File: config.mk
export PLATFORM = sky130hd
export DESIGN_NAME = sdram_burst_seq
export DESIGN_NICKNAME = d
export VERILOG_FILES = /design/src/rtl/sdram_seq_pkg.sv /design/src/rtl/sdram_seq_ctl.sv /design/src/rtl/sdram_seq_dp.sv /design/src/rtl/sdram_burst_seq.sv
export SDC_FILE = /design/constraint.sdc
export NUM_CORES = 1
export LEC_CHECK = 0
export BUFFER_PORTS_ARGS = -buffer_cell sky130_fd_sc_hd__buf_4
export CELL_PAD_IN_SITES_DETAIL_PLACEMENT = 0
export CELL_PAD_IN_SITES_GLOBAL_PLACEMENT = 1
export CORE_MARGIN = 2
export CORE_UTILIZATION = 30
export DETAILED_ROUTE_END_ITERATION = 7
export PLACE_DENSITY_LB_ADDON = 0.3
export SETUP_SLACK_MARGIN = 0.4
export SLEW_MARGIN = 20
export SYNTH_ARGS = -nofsm -noshare
export SYNTH_HDL_FRONTEND = slang
export SYNTH_HIERARCHICAL = 1
export SYNTH_SLANG_ARGS = --single-unit
File: constraint.sdc
create_clock -name clk -period 23.1 [get_ports clk]
set_clock_uncertainty 0.15 [all_clocks]
set_input_delay 5.775 -clock clk [delete_from_list [all_inputs] [get_ports clk]]
set_output_delay 5.775 -clock clk [all_outputs]
set_load 0.1 [all_outputs]
File: src/rtl/sdram_seq_pkg.sv
package sdram_seq_pkg;

  typedef enum logic [1:0] {
    CMD_NOP   = 2'd0,
    CMD_READ  = 2'd1,
    CMD_WRITE = 2'd2,
    CMD_RSVD  = 2'd3
  } seqCmd_e;

  // Strobes from control to datapath for the current edge
  typedef struct packed {
    logic tick;     // internal edge not suppressed
    logic load;     // new command taken, beat 0
    logic access;   // a column access happens
    logic isWrite;  // the access is a write
  } ctlStrobe_t;

endpackage

File: src/rtl/sdram_seq_ctl.sv
module sdram_seq_ctl
  import sdram_seq_pkg::*;
#(
  parameter int BEAT_W = 3
) (
  input  logic              clk,
  input  logic              rstN,
  input  logic              clkEn,
  input  logic [1:0]        cmd,
  input  logic [1:0]        lenCode,
  input  logic              writeSingle,
  output ctlStrobe_t        strobe,
  output logic [BEAT_W-1:0] beatCur
);

  localparam int LEN_W = BEAT_W + 1;

  logic              clkEnQ;
  logic              activeR;
  logic              wrR;
  logic [BEAT_W-1:0] beatR;
  logic [LEN_W-1:0]  lenR;

  logic             isCmd;
  logic             cmdWrite;
  logic [LEN_W-1:0] lenProg;
  logic [LEN_W-1:0] lenUse;
  logic [LEN_W-1:0] beatNext;

  always_comb begin
    cmdWrite = (cmd == CMD_WRITE);
    isCmd    = clkEnQ && ((cmd == CMD_READ) || cmdWrite);
    lenProg  = {{BEAT_W{1'b0}}, 1'b1} << lenCode;
    lenUse   = (cmdWrite && writeSingle) ? {{BEAT_W{1'b0}}, 1'b1} : lenProg;
    beatNext = {1'b0, beatR} + {{BEAT_W{1'b0}}, 1'b1};

    strobe.tick    = clkEnQ;
    strobe.load    = isCmd;
    strobe.access  = isCmd || (clkEnQ && activeR);
    strobe.isWrite = isCmd ? cmdWrite : wrR;
    beatCur        = isCmd ? '0 : beatR;
  end

  always_ff @(posedge clk) begin
    if (!rstN) begin
      clkEnQ  <= 1'b1;
      activeR <= 1'b0;
      wrR     <= 1'b0;
      beatR   <= '0;
      lenR    <= {{BEAT_W{1'b0}}, 1'b1};
    end else begin
      clkEnQ <= clkEn;
      if (isCmd) begin
        beatR   <= {{(BEAT_W-1){1'b0}}, 1'b1};
        lenR    <= lenUse;
        wrR     <= cmdWrite;
        activeR <= (lenUse > {{BEAT_W{1'b0}}, 1'b1});
      end else if (clkEnQ && activeR) begin
        beatR <= beatNext[BEAT_W-1:0];
        if (beatNext == lenR) activeR <= 1'b0;
      end
    end
  end

endmodule

File: src/rtl/sdram_seq_dp.sv
module sdram_seq_dp
  import sdram_seq_pkg::*;
#(
  parameter int BANK_W = 2,
  parameter int COL_W  = 4,
  parameter int DATA_W = 8,
  parameter int BEAT_W = 3,
  parameter int MAX_CL = 3
) (
  input  logic              clk,
  input  logic              rstN,
  input  ctlStrobe_t        strobe,
  input  logic [BEAT_W-1:0] beatCur,
  input  logic [BANK_W-1:0] bankIn,
  input  logic [COL_W-1:0]  colIn,
  input  logic [1:0]        lenCode,
  input  logic              interleave,
  input  logic [1:0]        casLat,
  input  logic [DATA_W-1:0] wrData,
  output logic [COL_W-1:0]  accCol,
  output logic [DATA_W-1:0] rdData,
  output logic              rdValid
);

  localparam int ADDR_W = BANK_W + COL_W;
  localparam int DEPTH  = 1 << ADDR_W;
  localparam int SEL_W  = (MAX_CL > 1) ? $clog2(MAX_CL) : 1;

  logic [BANK_W-1:0] bankR;
  logic [COL_W-1:0]  startR;
  logic [COL_W-1:0]  maskR;
  logic              ilvR;

  logic [COL_W-1:0]  maskNew;
  logic [BANK_W-1:0] curBank;
  logic [COL_W-1:0]  curStart;
  logic [COL_W-1:0]  curMask;
  logic              curIlv;
  logic [COL_W-1:0]  beatExt;
  logic [COL_W-1:0]  lowBits;
  logic [ADDR_W-1:0] addr;

  logic [DATA_W-1:0] mem [DEPTH];
  logic [MAX_CL-1:0] pipeV;
  logic [DATA_W-1:0] pipeD [MAX_CL];
  logic [SEL_W-1:0]  selIdx;

  // address generation
  always_comb begin
    maskNew = '0;
    for (int i = 0; i < COL_W; i++) begin
      if (i < int'(lenCode)) maskNew[i] = 1'b1;
    end
    curBank  = strobe.load ? bankIn     : bankR;
    curStart = strobe.load ? colIn      : startR;
    curMask  = strobe.load ? maskNew    : maskR;
    curIlv   = strobe.load ? interleave : ilvR;
    beatExt  = COL_W'(beatCur);
    lowBits  = curIlv ? (curStart ^ beatExt) : (curStart + beatExt);
    accCol   = (curStart & ~curMask) | (lowBits & curMask);
    addr     = {curBank, accCol};
  end

  always_ff @(posedge clk) begin
    if (!rstN) begin
      bankR  <= '0;
      startR <= '0;
      maskR  <= '0;
      ilvR   <= 1'b0;
    end else if (strobe.load) begin
      bankR  <= bankIn;
      startR <= colIn;
      maskR  <= maskNew;
      ilvR   <= interleave;
    end
  end

  // storage array
  always_ff @(posedge clk) begin
    if (strobe.access && strobe.isWrite) mem[addr] <= wrData;
  end

  // latency pipeline, frozen on suppressed edges
  always_ff @(posedge clk) begin
    if (!rstN) begin
      pipeV[0] <= 1'b0;
      pipeD[0] <= '0;
    end else if (strobe.tick) begin
      pipeV[0] <= strobe.access && !strobe.isWrite;
      pipeD[0] <= mem[addr];
    end
  end

  for (genvar g = 1; g < MAX_CL; g++) begin : gStage
    always_ff @(posedge clk) begin
      if (!rstN) begin
        pipeV[g] <= 1'b0;
        pipeD[g] <= '0;
      end else if (strobe.tick) begin
        pipeV[g] <= pipeV[g-1];
        pipeD[g] <= pipeD[g-1];
      end
    end
  end

  always_comb begin
    if (casLat == 2'd0) selIdx = '0;
    else if (int'(casLat) > MAX_CL) selIdx = SEL_W'(MAX_CL - 1);
    else selIdx = SEL_W'(int'(casLat) - 1);
    rdValid = pipeV[selIdx];
    rdData  = pipeD[selIdx];
  end

endmodule

File: src/rtl/sdram_burst_seq.sv
module sdram_burst_seq
  import sdram_seq_pkg::*;
#(
  parameter int BANK_W = 2,
  parameter int COL_W  = 4,
  parameter int DATA_W = 8,
  parameter int BEAT_W = 3,
  parameter int MAX_CL = 3
) (
  input  logic              clk,
  input  logic              rstN,
  input  logic              clkEn,
  input  logic [1:0]        cmd,
  input  logic [BANK_W-1:0] bank,
  input  logic [COL_W-1:0]  col,
  input  logic [1:0]        lenCode,
  input  logic              interleave,
  input  logic [1:0]        casLat,
  input  logic              writeSingle,
  input  logic [DATA_W-1:0] wrData,
  output logic              accActive,
  output logic [COL_W-1:0]  accCol,
  output logic [DATA_W-1:0] rdData,
  output logic              rdValid
);

  ctlStrobe_t        strobe;
  logic [BEAT_W-1:0] beatCur;

  sdram_seq_ctl #(.BEAT_W(BEAT_W)) u_ctl (
    .clk        (clk),
    .rstN       (rstN),
    .clkEn      (clkEn),
    .cmd        (cmd),
    .lenCode    (lenCode),
    .writeSingle(writeSingle),
    .strobe     (strobe),
    .beatCur    (beatCur)
  );

  sdram_seq_dp #(
    .BANK_W(BANK_W), .COL_W(COL_W), .DATA_W(DATA_W),
    .BEAT_W(BEAT_W), .MAX_CL(MAX_CL)
  ) u_dp (
    .clk       (clk),
    .rstN      (rstN),
    .strobe    (strobe),
    .beatCur   (beatCur),
    .bankIn    (bank),
    .colIn     (col),
    .lenCode   (lenCode),
    .interleave(interleave),
    .casLat    (casLat),
    .wrData    (wrData),
    .accCol    (accCol),
    .rdData    (rdData),
    .rdValid   (rdValid)
  );

  assign accActive = strobe.access;

endmodule

**Yosys cells after proc, flatten, opt, wreduce, memory -nomap -nowiden**

Memories as Yosys holds them, arrays and structs flattened.
Cells that the tools add are included.

- $lt $le $gt $ge: 5
- Equal/unequal tests: 3
- Add/sub/neg operators: 3
- Reductions and logical operators: 13
- Mux-type cells: 28
- Shifts and indexed selects: 1
- Bitwise logic cells: 9

Operators with widths:

| cell | count |
|---|---|
| 8-bit two-way mux | 3 |
| 1-bit two-way mux | 17 |
| 4-bit two-way mux | 4 |
| 4-bit bitwise AND | 2 |
| 1-bit logical AND | 5 |
| 3-bit by 1-bit adder with 4-bit output (second input constant) | 1 |
| 4-bit by 3-bit adder with 4-bit output | 1 |
| 4-bit == test | 1 |
| 4-bit by 1-bit greater-than comparator with 1-bit output (second input constant) | 1 |
| 1-bit by 2-bit < comparator with 1-bit output (first input constant) | 2 |
| 2-bit two-way mux | 2 |
| 4-bit inverter | 1 |
| 4-bit OR | 1 |
| 2-bit nonzero test | 2 |
| 1-bit by 2-bit << shifter with 4-bit output (first input constant) | 1 |
| 4-bit by 3-bit bitwise XOR with 4-bit output | 1 |
| 2-bit by 3-bit < comparator with 1-bit output (second input constant) | 1 |
| 3-bit two-way mux | 1 |
| 1-bit OR | 3 |
| 1-bit binary-select mux with 2-bit select | 1 |
| 2-bit by 1-bit == test with 1-bit output (second input constant) | 1 |
| 2-bit == test (second input constant) | 1 |
| 2-bit logical NOT | 1 |
| 1-bit logical OR | 2 |
| 6 further kinds | 6 |

- RAM bits: 536
- Input port bits: 25
- Register bits: 24
- Output and inout port bits: 14
- Logic and storage cells: 77
- Memories: 2

Memory list:

| memory | depth | bits a word | read ports | clocked after memory_dff | write ports | line | source |
|---|---|---|---|---|---|---|---|
| u_dp.mem | 64 | 8 | 1 | 0 | 1 | sdram_seq_dp.sv:43 | `logic [DATA_W-1:0] mem [DEPTH];` |
| u_dp.pipeD | 3 | 8 | 3 | 0 | 3 | sdram_seq_dp.sv:45 | `logic [DATA_W-1:0] pipeD [MAX_CL];` |

**Depth between registers and ports, before layout**

Gate-level depths: netlist of run 1.
An unclocked memory read counts as a cell.

- Word-level depth: 10
- Mapped depth: 22
- Depth with buffers taken out: 17

**By module**

Netlist of run 1, hierarchy kept.

By module, submodules not included:

| module | cells an instance | area an instance (um^2) | times used | sequential area each (um^2) |
|---|---|---|---|---|
| sdram_seq_dp | 1510 | 22122.5 | 1 | 16375.7 |
| sdram_seq_ctl | 56 | 503.0 | 1 | 200.2 |

**Worst setup path after synthesis of run 1**

No wires, ideal clock.

- Path kind: input to output
- From: input cmd[0]
- To: output accCol[3]
- Data arrival time: 9892 ps
- Buffers on the path: 6
- Slack: 7283 ps
- Cell stages on the path: 16
- Required time: 17175 ps
- Cell sequence: inv_1 > ha_1 > nand2b_1 > inv_1 > buf_4 > buf_2 > buf_1 > mux2_2 > ha_1 > a211oi_1 > or4b_1 > o211a_1 > clkbuf_1 > inv_2 > buf_2 > buf_1

- Longest elaborated chain between the ends: 8
- Elaborated cells on any way between the ends: 15
- Those cells by class: 1 x add/sub; 2 x eq/ne; 5 x mux; 5 x bitwise; 2 x reduce/logical

Ends and longest elaborated chain:

| what | line | source |
|---|---|---|
| start, declared | sdram_burst_seq.sv:13 | `input logic [1:0] cmd,` |
| 2-bit by 1-bit == test with 1-bit output or 2-bit == test (tied branches) | sdram_seq_ctl.sv:32, sdram_seq_ctl.sv:31 |  |
| 1-bit logical OR * | sdram_seq_ctl.sv:32 | `isCmd = clkEnQ && ((cmd == CMD_READ) \|\| cmdWrite);` |
| 1-bit logical AND * | sdram_seq_ctl.sv:32 |  |
| named net u_ctl.isCmd | sdram_seq_ctl.sv:24 | `logic isCmd;` |
| 4-bit two-way mux * | -- |  |
| named net u_dp.curStart[1] | sdram_seq_dp.sv:36 | `logic [COL_W-1:0] curStart;` |
| 4-bit by 3-bit adder with 4-bit output * | sdram_seq_dp.sv:59 | `lowBits = curIlv ? (curStart ^ beatExt) : (curStart + beatExt);` |
| 4-bit two-way mux * | sdram_seq_dp.sv:59 |  |
| 4-bit bitwise AND * | sdram_seq_dp.sv:60 | `accCol = (curStart & ~curMask) \| (lowBits & curMask);` |
| 4-bit OR * | sdram_seq_dp.sv:60 |  |
| end, declared | sdram_burst_seq.sv:22 | `output logic [COL_W-1:0] accCol,` |

The timed path passes the listed nets; every way through them passes the cells marked *.

==> impl_metrics.tcl, run 1 <==
set metrics [dict create \
    post_cts_buffers 0 \
    cp_data_required_time_ps 17180 \
    yosys.area_share.simple_pct 9.36 \
    fin_crit_ps 15520 \
    cp_max_fo 24 \
    leakagePower_nw 8.22 \
    synth_top_family_by_area "compound AO/OA/AOI/OAI gates" \
    grt_max_degree 65 \
    synth_nets 1597 \
    areaGrowthSynthToFinish_pct 12.7 \
    io_pins 39 \
    ys_seq_area_share_pct 73.3 \
    die_x_um 279 \
    status "complete, no violations" \
    syn_area_sq_mm 0.0226 \
    slew_viol_final 0 \
    cts_buffers 56 \
    synth_edf_count 536 \
    critPathSlowestCell "inv_1" \
    startpoint_type "primary input" \
    wire_per_inst_um 26.2 \
    synth_fa_ha_area_share_pct 0.365 \
    port_buffers 38 \
    clock_latency_ps 640 \
    placed_area_sq_mm 0.0238 \
    yosys_warnings 6 \
    timing.slew.headroom_pct 21.8 \
    cts_resized 0 \
    synthArstFlopShare_pct 0 \
    synth_compound_area_share_pct 10.3 \
    vdd_drop_max_mv 0.0642 \
    drt-total-wl_um 68300 \
    synthCells 1566 \
    utilization_pct 34.2 \
    power.density_mw_per_mm2 93.6 \
    nets 1621 \
    drv_cap 0 \
    first_pass_iters 5 \
    ys_ff_latch 560 \
    clockBufferDepth 3 \
    setup_violations 0 \
    antenna_found_initial 1 \
    synth_mux_area_share_pct 3.84 \
    grt.overflow.total 0 \
    tns_ps 0 \
    grt_pass1_vias 13600 \
    ys_types 74 \
    cts_root_buffer "clkbuf_16" \
    clock-sinks 560 \
    design_area_sq_mm 0.0255 \
    synth_top_flop_cell "edfxtp_1" \
    via_count 14000 \
    cts_tree "built" \
    initial_core_util_pct 30.3 \
    worstPathArrival_ps 9600 \
    rsz0062_at_grt "no" \
    drt_iter0_drc 1518 \
    num_rows 100 \
    criticalPathCategory "primary input to primary output" \
    finalHoldViolations 0 \
    clk_pin_slew_ps 60 \
    syn_area_per_cell_sq_um 14.4 \
    ant_nets 0 \
    cts_hold_buffers 0 \
    dieArea_sq_mm 0.0776 \
    h-tree-depth 2 \
    fmax_ghz 0.0644 \
    routed_via_density 5.37 \
    antenna-diode-count 0 \
    max_stage_delay_ps 630 \
    gp_congestion 0.803 \
    drc 0 \
    die_y_um 279 \
    dp_hpwl_um 39800 \
    core_area_sq_mm 0.0746 \
    grt_pass1_wl_um 98200 \
    finalCritPeriodShare_pct 67.2 \
    crit_chain "buf_4, inv_1, ha_1, nand2b_1, inv_1, mux2_2, ha_1, fa_1, nand2b_1, mux2i_1, o32a_4, inv_4, buf_4" \
    worst_pin_slew_ps 1170 \
    drive_gt1_share_pct 11.0 \
    synth_xor_area_share_pct 0.232 \
    min_path_type "flop to flop" \
    grt_use_total_pct 17.3 \
    cp-end-kind "primary output" \
]
==> cell usage in the layout, fill, tap and decap left out, types with 8 or more instances in the layout <==
master	instances
edfxtp_1	536
nand2_1	246
nor2_1	94
a21oi_1	76
mux2i_1	63
buf_4	61
clkbuf_16	57
nand3_1	53
a221oi_1	50
o21ai_0	38
and3_1	26
dfxtp_1	24
a211oi_1	24
a31oi_1	24
clkinv_1	16
clkbuf_1	13
o21ai_1	13
mux2_2	12
nand4_1	11
clkinv_2	10
a32oi_1	10
o2111ai_1	10
nand2b_1	9
a32o_1	9
a221o_1	9
inv_1	8
o211ai_1	8
==> through the flow <==
stage	worst slack [ps]	power [mW]	std cells	hold slack, ps
final	7580	2.39	2603	339
after detailed placement	7570	1.53	2501	329
after global placement	7580	1.53	2501	323
after CTS	7560	2.40	2603	344
after floorplan	7280	1.38	1566	301
after global routing	7380	2.46	2603	359
==> synth_stat cells, types with 5 or more instances <==
| master | n | area (sq um) |
|---|---|---|
| a32o_1 | 9 | 90.1 |
| nand2_1 | 246 | 923 |
| mux2_2 | 12 | 135 |
| a221o_1 | 9 | 90.1 |
| o2111ai_1 | 10 | 87.6 |
| a311oi_1 | 5 | 43.8 |
| nor2_1 | 96 | 360 |
| edfxtp_1 | 536 | 16100 |
| and3_1 | 26 | 163 |
| nand2b_1 | 10 | 62.6 |
| buf_4 | 20 | 150 |
| o21ai_1 | 13 | 65.1 |
| mux2i_1 | 63 | 631 |
| a211oi_1 | 24 | 180 |
| o21ai_0 | 38 | 190 |
| a221oi_2 | 6 | 90.1 |
| o22ai_1 | 5 | 31.3 |
| a31oi_1 | 24 | 150 |
| buf_1 | 9 | 33.8 |
| inv_1 | 8 | 30.0 |
| nand4_1 | 11 | 68.8 |
| nor3_1 | 5 | 25.0 |
| a221oi_1 | 50 | 438 |
| a32oi_1 | 10 | 87.6 |
| buf_2 | 37 | 185 |
| buf_6 | 9 | 101 |
| ha_1 | 5 | 62.6 |
| nand3_1 | 53 | 265 |
| nor2b_1 | 7 | 43.8 |
| a21oi_1 | 76 | 380 |
| clkbuf_1 | 20 | 75.1 |
| o211ai_1 | 8 | 60.1 |
| dfxtp_1 | 24 | 480 |
| a21boi_0 | 5 | 37.5 |
| and2_1 | 7 | 43.8 |
==> worst max-delay path: cells and delay by family <==
kind                     cells  cell delay (ps)
multiplexers                 2              500
adder cells (fa/ha/maj)      3             1020
AO/OA/AOI/OAI                1              520
buffers and inverters        5             1390
AND/OR/NAND/NOR              2              350
==> worst paths after layout <==
check / start / end / slack (ps) / cells past startpoint
worst max register to register: u_ctl/clkEnQ$_SDFF_PN1_ / u_dp/pipeD[0][4]$_SDFFCE_PN0P_ / 16350 / 17
worst min register to register: u_ctl/lenR[0]$_SDFFE_PN1P_ / u_ctl/lenR[0]$_SDFFE_PN1P_ / 340 / 1
worst max-delay path: cmd[0] / accCol[1] / 7580 / 13
worst min-delay path: u_ctl/lenR[0]$_SDFFE_PN1P_ / u_ctl/lenR[0]$_SDFFE_PN1P_ / 340 / 1
==> flip-flops by register name (all words and copies together), names as in the netlist <==
signal / count
u_dp/mem: 512
u_dp/pipeD: 24
u_ctl/lenR: 4
u_dp/maskR: 4
u_dp/startR: 4
u_ctl/beatR: 3
u_dp/pipeV: 3
u_dp/bankR: 2
u_ctl/activeR: 1
u_ctl/clkEnQ: 1
u_ctl/wrR: 1
u_dp/ilvR: 1
==> cell families (layout without fill, tap and decap cells) <==
kind of cell | after synthesis | count (layout)
AOI/OAI and AO/OA | 324 | 324
xor gates and xnor gates | 6 | 6
DFF | 560 | 560
muxes | 81 | 81
adders and majority gates | 6 | 6
buffers and inverters | 107 | 175
and+or+nand+nor | 482 | 482
==> final cells by class <==
cell class | count | area [sq um]
Fill cell | 7253 | 49100
Sequential cell | 560 | 16600
Multi-Input combinational cell | 899 | 5480
Clock buffer | 70 | 1480
Tap cell | 969 | 1210
Timing Repair Buffer | 61 | 458
Clock inverter | 32 | 248
Inverter | 12 | 55.1
==> power by group <==
group	internal [mW]	total, mW	switching, mW
clock	0.485	0.876	0.391
combinational	0.0949	0.385	0.290
sequential	1.12	1.13	0.00491
==> metal layers <==
metal	GRT usage [%]	wire (um)	vias to the layer above
li1	-	-	6114
met1	24.8	30800	7191
met2	25.7	29800	555
met3	4.43	5840	116
met4	5.60	1900	2
met5	0	11	-
(Power assumes the default switching activity.)
==> run 2, diff against run 1 <==
--- a/config.mk
+++ b/config.mk
@@ -5,6 +5,7 @@
 export SDC_FILE = /design/constraint.sdc
 export NUM_CORES = 1
 export LEC_CHECK = 0
+export ABC_AREA = 1
 export BUFFER_PORTS_ARGS = -buffer_cell sky130_fd_sc_hd__buf_4
 export CELL_PAD_IN_SITES_DETAIL_PLACEMENT = 0
 export CELL_PAD_IN_SITES_GLOBAL_PLACEMENT = 1
==> constraint.sdc (replaced) <==
create_clock -name clk -period 14.5 [get_ports clk]
set_clock_uncertainty 0.15 [all_clocks]
set_input_delay 3.625 -clock clk [delete_from_list [all_inputs] [get_ports clk]]
set_output_delay 3.625 -clock clk [all_outputs]
set_load 0.1 [all_outputs]
==> impl_metrics.tcl, run 2 <==
set metrics [dict create \
    status "complete, no violations" \
    crit_chain "buf_4, inv_1, ha_1, inv_1, nand2_2, inv_2, inv_4, o21ai_2, ha_1, nand3_2, buf_4, nand2_8, buf_4" \
    drt_iter0_drc 1351 \
    port_buffers 38 \
    path_common_cell "buf_4" \
    synth_nets 2405 \
    largest_reg_flops 512 \
    crit-reg2reg-launch "u_ctl/clkEnQ$_SDFF_PN1_" \
    fill_cells 8229 \
    via_count 16600 \
    timing.final.ws_setup_ps 4090 \
    min_from "u_dp/pipeV[2]$_SDFFE_PN0P_" \
    worst_pin_slew_ps 1070 \
    top_register "u_dp/mem" \
    cp-end-kind "primary output" \
    post_cts_buffers 0 \
    clk_pin_slew_ps 60 \
    cp_data_required_time_ps 10720 \
    grt_pass1_vias 16300 \
    drt-total-wl_um 70500 \
    placed_area_sq_mm 0.0253 \
    cts_resized 0 \
    synth_xor_area_share_pct 0.0362 \
    final_cell_mix "1,078 x nand2_1, 536 x edfxtp_1, 212 x nand3_1" \
    cp_max_fo 85 \
    antenna_found_initial 1 \
    max_stage_delay_ps 480 \
    yosys.area.top_type "edfxtp_1" \
    reg.largest.list "u_dp/mem: 512 flops, u_dp/pipeD: 24 flops" \
    critPathSlowestCell "buf_4" \
    synth_top_flop_cell "edfxtp_1" \
    worstPathArrival_ps 6640 \
    io_pins 39 \
    vdd_drop_max_mv 0.0938 \
    utilization_pct 33.9 \
    holdWs_ps 331 \
    syn_area_per_cell_sq_um 10.2 \
    crit_path_start "cmd[0]" \
    pre_cts_ws_ps 4080 \
    clock_latency_ps 630 \
    synth_fa_ha_area_share_pct 0.342 \
    synthCells 2374 \
    synthArstFlopShare_pct 0 \
    synthTopCellsByCount "1,078 x nand2_1, 536 x edfxtp_1, 212 x nand3_1" \
    criticalPathCategory "primary input to primary output" \
    gp_congestion 0.784 \
    cts_buffers 58 \
    multi_input_comb_area_sq_mm 0.00652 \
    syn_area_sq_mm 0.0242 \
    initial_core_util_pct 30.2 \
    wire_per_inst_um 20.3 \
    first_pass_iters 5 \
    dp_hpwl_um 39900 \
    synth_mux_area_share_pct 0 \
    p_total_mw 4.10 \
    num_rows 104 \
    h-tree-depth 2 \
    dp.cells 3380 \
    cts_hold_buffers 0 \
    ant_nets 0 \
    grt.overflow.total 0 \
    areaGrowthSynthToFinish_pct 12.3 \
    layout_commonest_cell "nand2_1" \
    cts_root_buffer "clkbuf_16" \
    fin_cells 3483 \
    leakagePower_nw 10.6 \
    routed_via_density 4.76 \
    setup_violations 0 \
    rsz0062_at_grt "no" \
    nets 2411 \
    synthTopCellsByArea "edfxtp_1 67%, nand2_1 17%, nand3_1 4.4%" \
    dieArea_sq_mm 0.0829 \
    regArea_sq_mm 0.0166 \
    startpoint_type "primary input" \
    clock-sinks 560 \
    core_area_sq_mm 0.0802 \
    die_x_um 288 \
    finalHoldViolations 0 \
    grt_max_degree 86 \
    grt_use_total_pct 17.0 \
    yosys_warnings 6 \
    yosysMostFrequentCell "nand2_1" \
    synth_edf_count 536 \
    yosys.area_share.simple_pct 24.8 \
    drc 0 \
    synth_compound_area_share_pct 1.66 \
    fmax_ghz 0.0960 \
    min_path_type "flop to flop" \
    synth_top_family_by_area "simple AND/OR/NAND/NOR gates" \
    tns_ps 0 \
    fin_crit_ps 10410 \
    finalCritPeriodShare_pct 71.8 \
    design_area_sq_mm 0.0271 \
    power.density_mw_per_mm2 151 \
    yosysTopAreaCellShare_pct 66.6 \
    ys_seq_area_share_pct 68.6 \
    ys_types 37 \
    ys_ff_latch 560 \
    die_y_um 288 \
    slew_viol_final 0 \
    drive_gt1_share_pct 6.61 \
    grt_pass1_wl_um 105000 \
    drv_cap 0 \
    cts_tree "built" \
    clockBufferDepth 3 \
    timing.slew.headroom_pct 28.5 \
]
==> run 2: changes by cell type after synthesis, moves of 35 or more <==
cell,change
nand2_1,+832
nand3_1,+159
inv_1,+127
nor2_1,+65
mux2i_1,-63
a221oi_1,-50
o21ai_0,-35
==> run 2: area by class of cell <==
type	count	share of cell area, %
clock buffer	73	5.63
timing repair buffer	53	1.47
tap	1060	4.89
clock inverter	29	0.968
multi-input combinational	1566	24.0
inverter	141	1.96
sequential	560	61.1
antenna	1	0.00922
==> run 2: path summary, 6_finish.rpt <==
path / end / slack [ps] / cells past startpoint
max: accCol[0] / 4090 / 13
min: u_dp/pipeV[2]$_SDFFE_PN0P_ / 330 / 2
max reg2reg: u_dp/mem[16][0]$_DFFE_PP_ / 8740 / 11
min reg2reg: u_dp/pipeV[2]$_SDFFE_PN0P_ / 330 / 2
==> run 2: cell families (layout without fill, tap and decap cells) <==
logic type | after synthesis | after routing
adder cells (fa/ha/maj) | 6 | 6
other | 0 | 1
XOR/XNOR | 1 | 1
AND/OR/NAND/NOR | 1488 | 1488
AO/OA/AOI/OAI | 71 | 71
flip-flops | 560 | 560
buffers and inverters | 248 | 296
==> run 2: critical path: cells and delay by family <==
kind | cells | cell delay, ps
buffers and inverters | 7 | 1500
adder cells (fa/ha/maj) | 2 | 570
AND/OR/NAND/NOR | 3 | 610
AO/OA/AOI/OAI | 1 | 240
==> run 2: metal layers <==
metal / GRT usage, % / vias to the layer above / share of wire [%]
met5: 0 / - / 0
met4: 4.38 / 0 / 2.2
met3: 3.03 / 94 / 6.6
met2: 27.7 / 488 / 47
met1: 23.3 / 8172 / 45
li1: - / 7830 / -
==> run 2: report_power, final <==
part | internal, mW | switching (mW) | leakage, nW
combinational | 0.191 | 0.664 | 4.71
sequential | 1.79 | 0.00692 | 5.08
clock | 0.813 | 0.629 | 0.861
total | 2.80 | 1.30 | 10.6
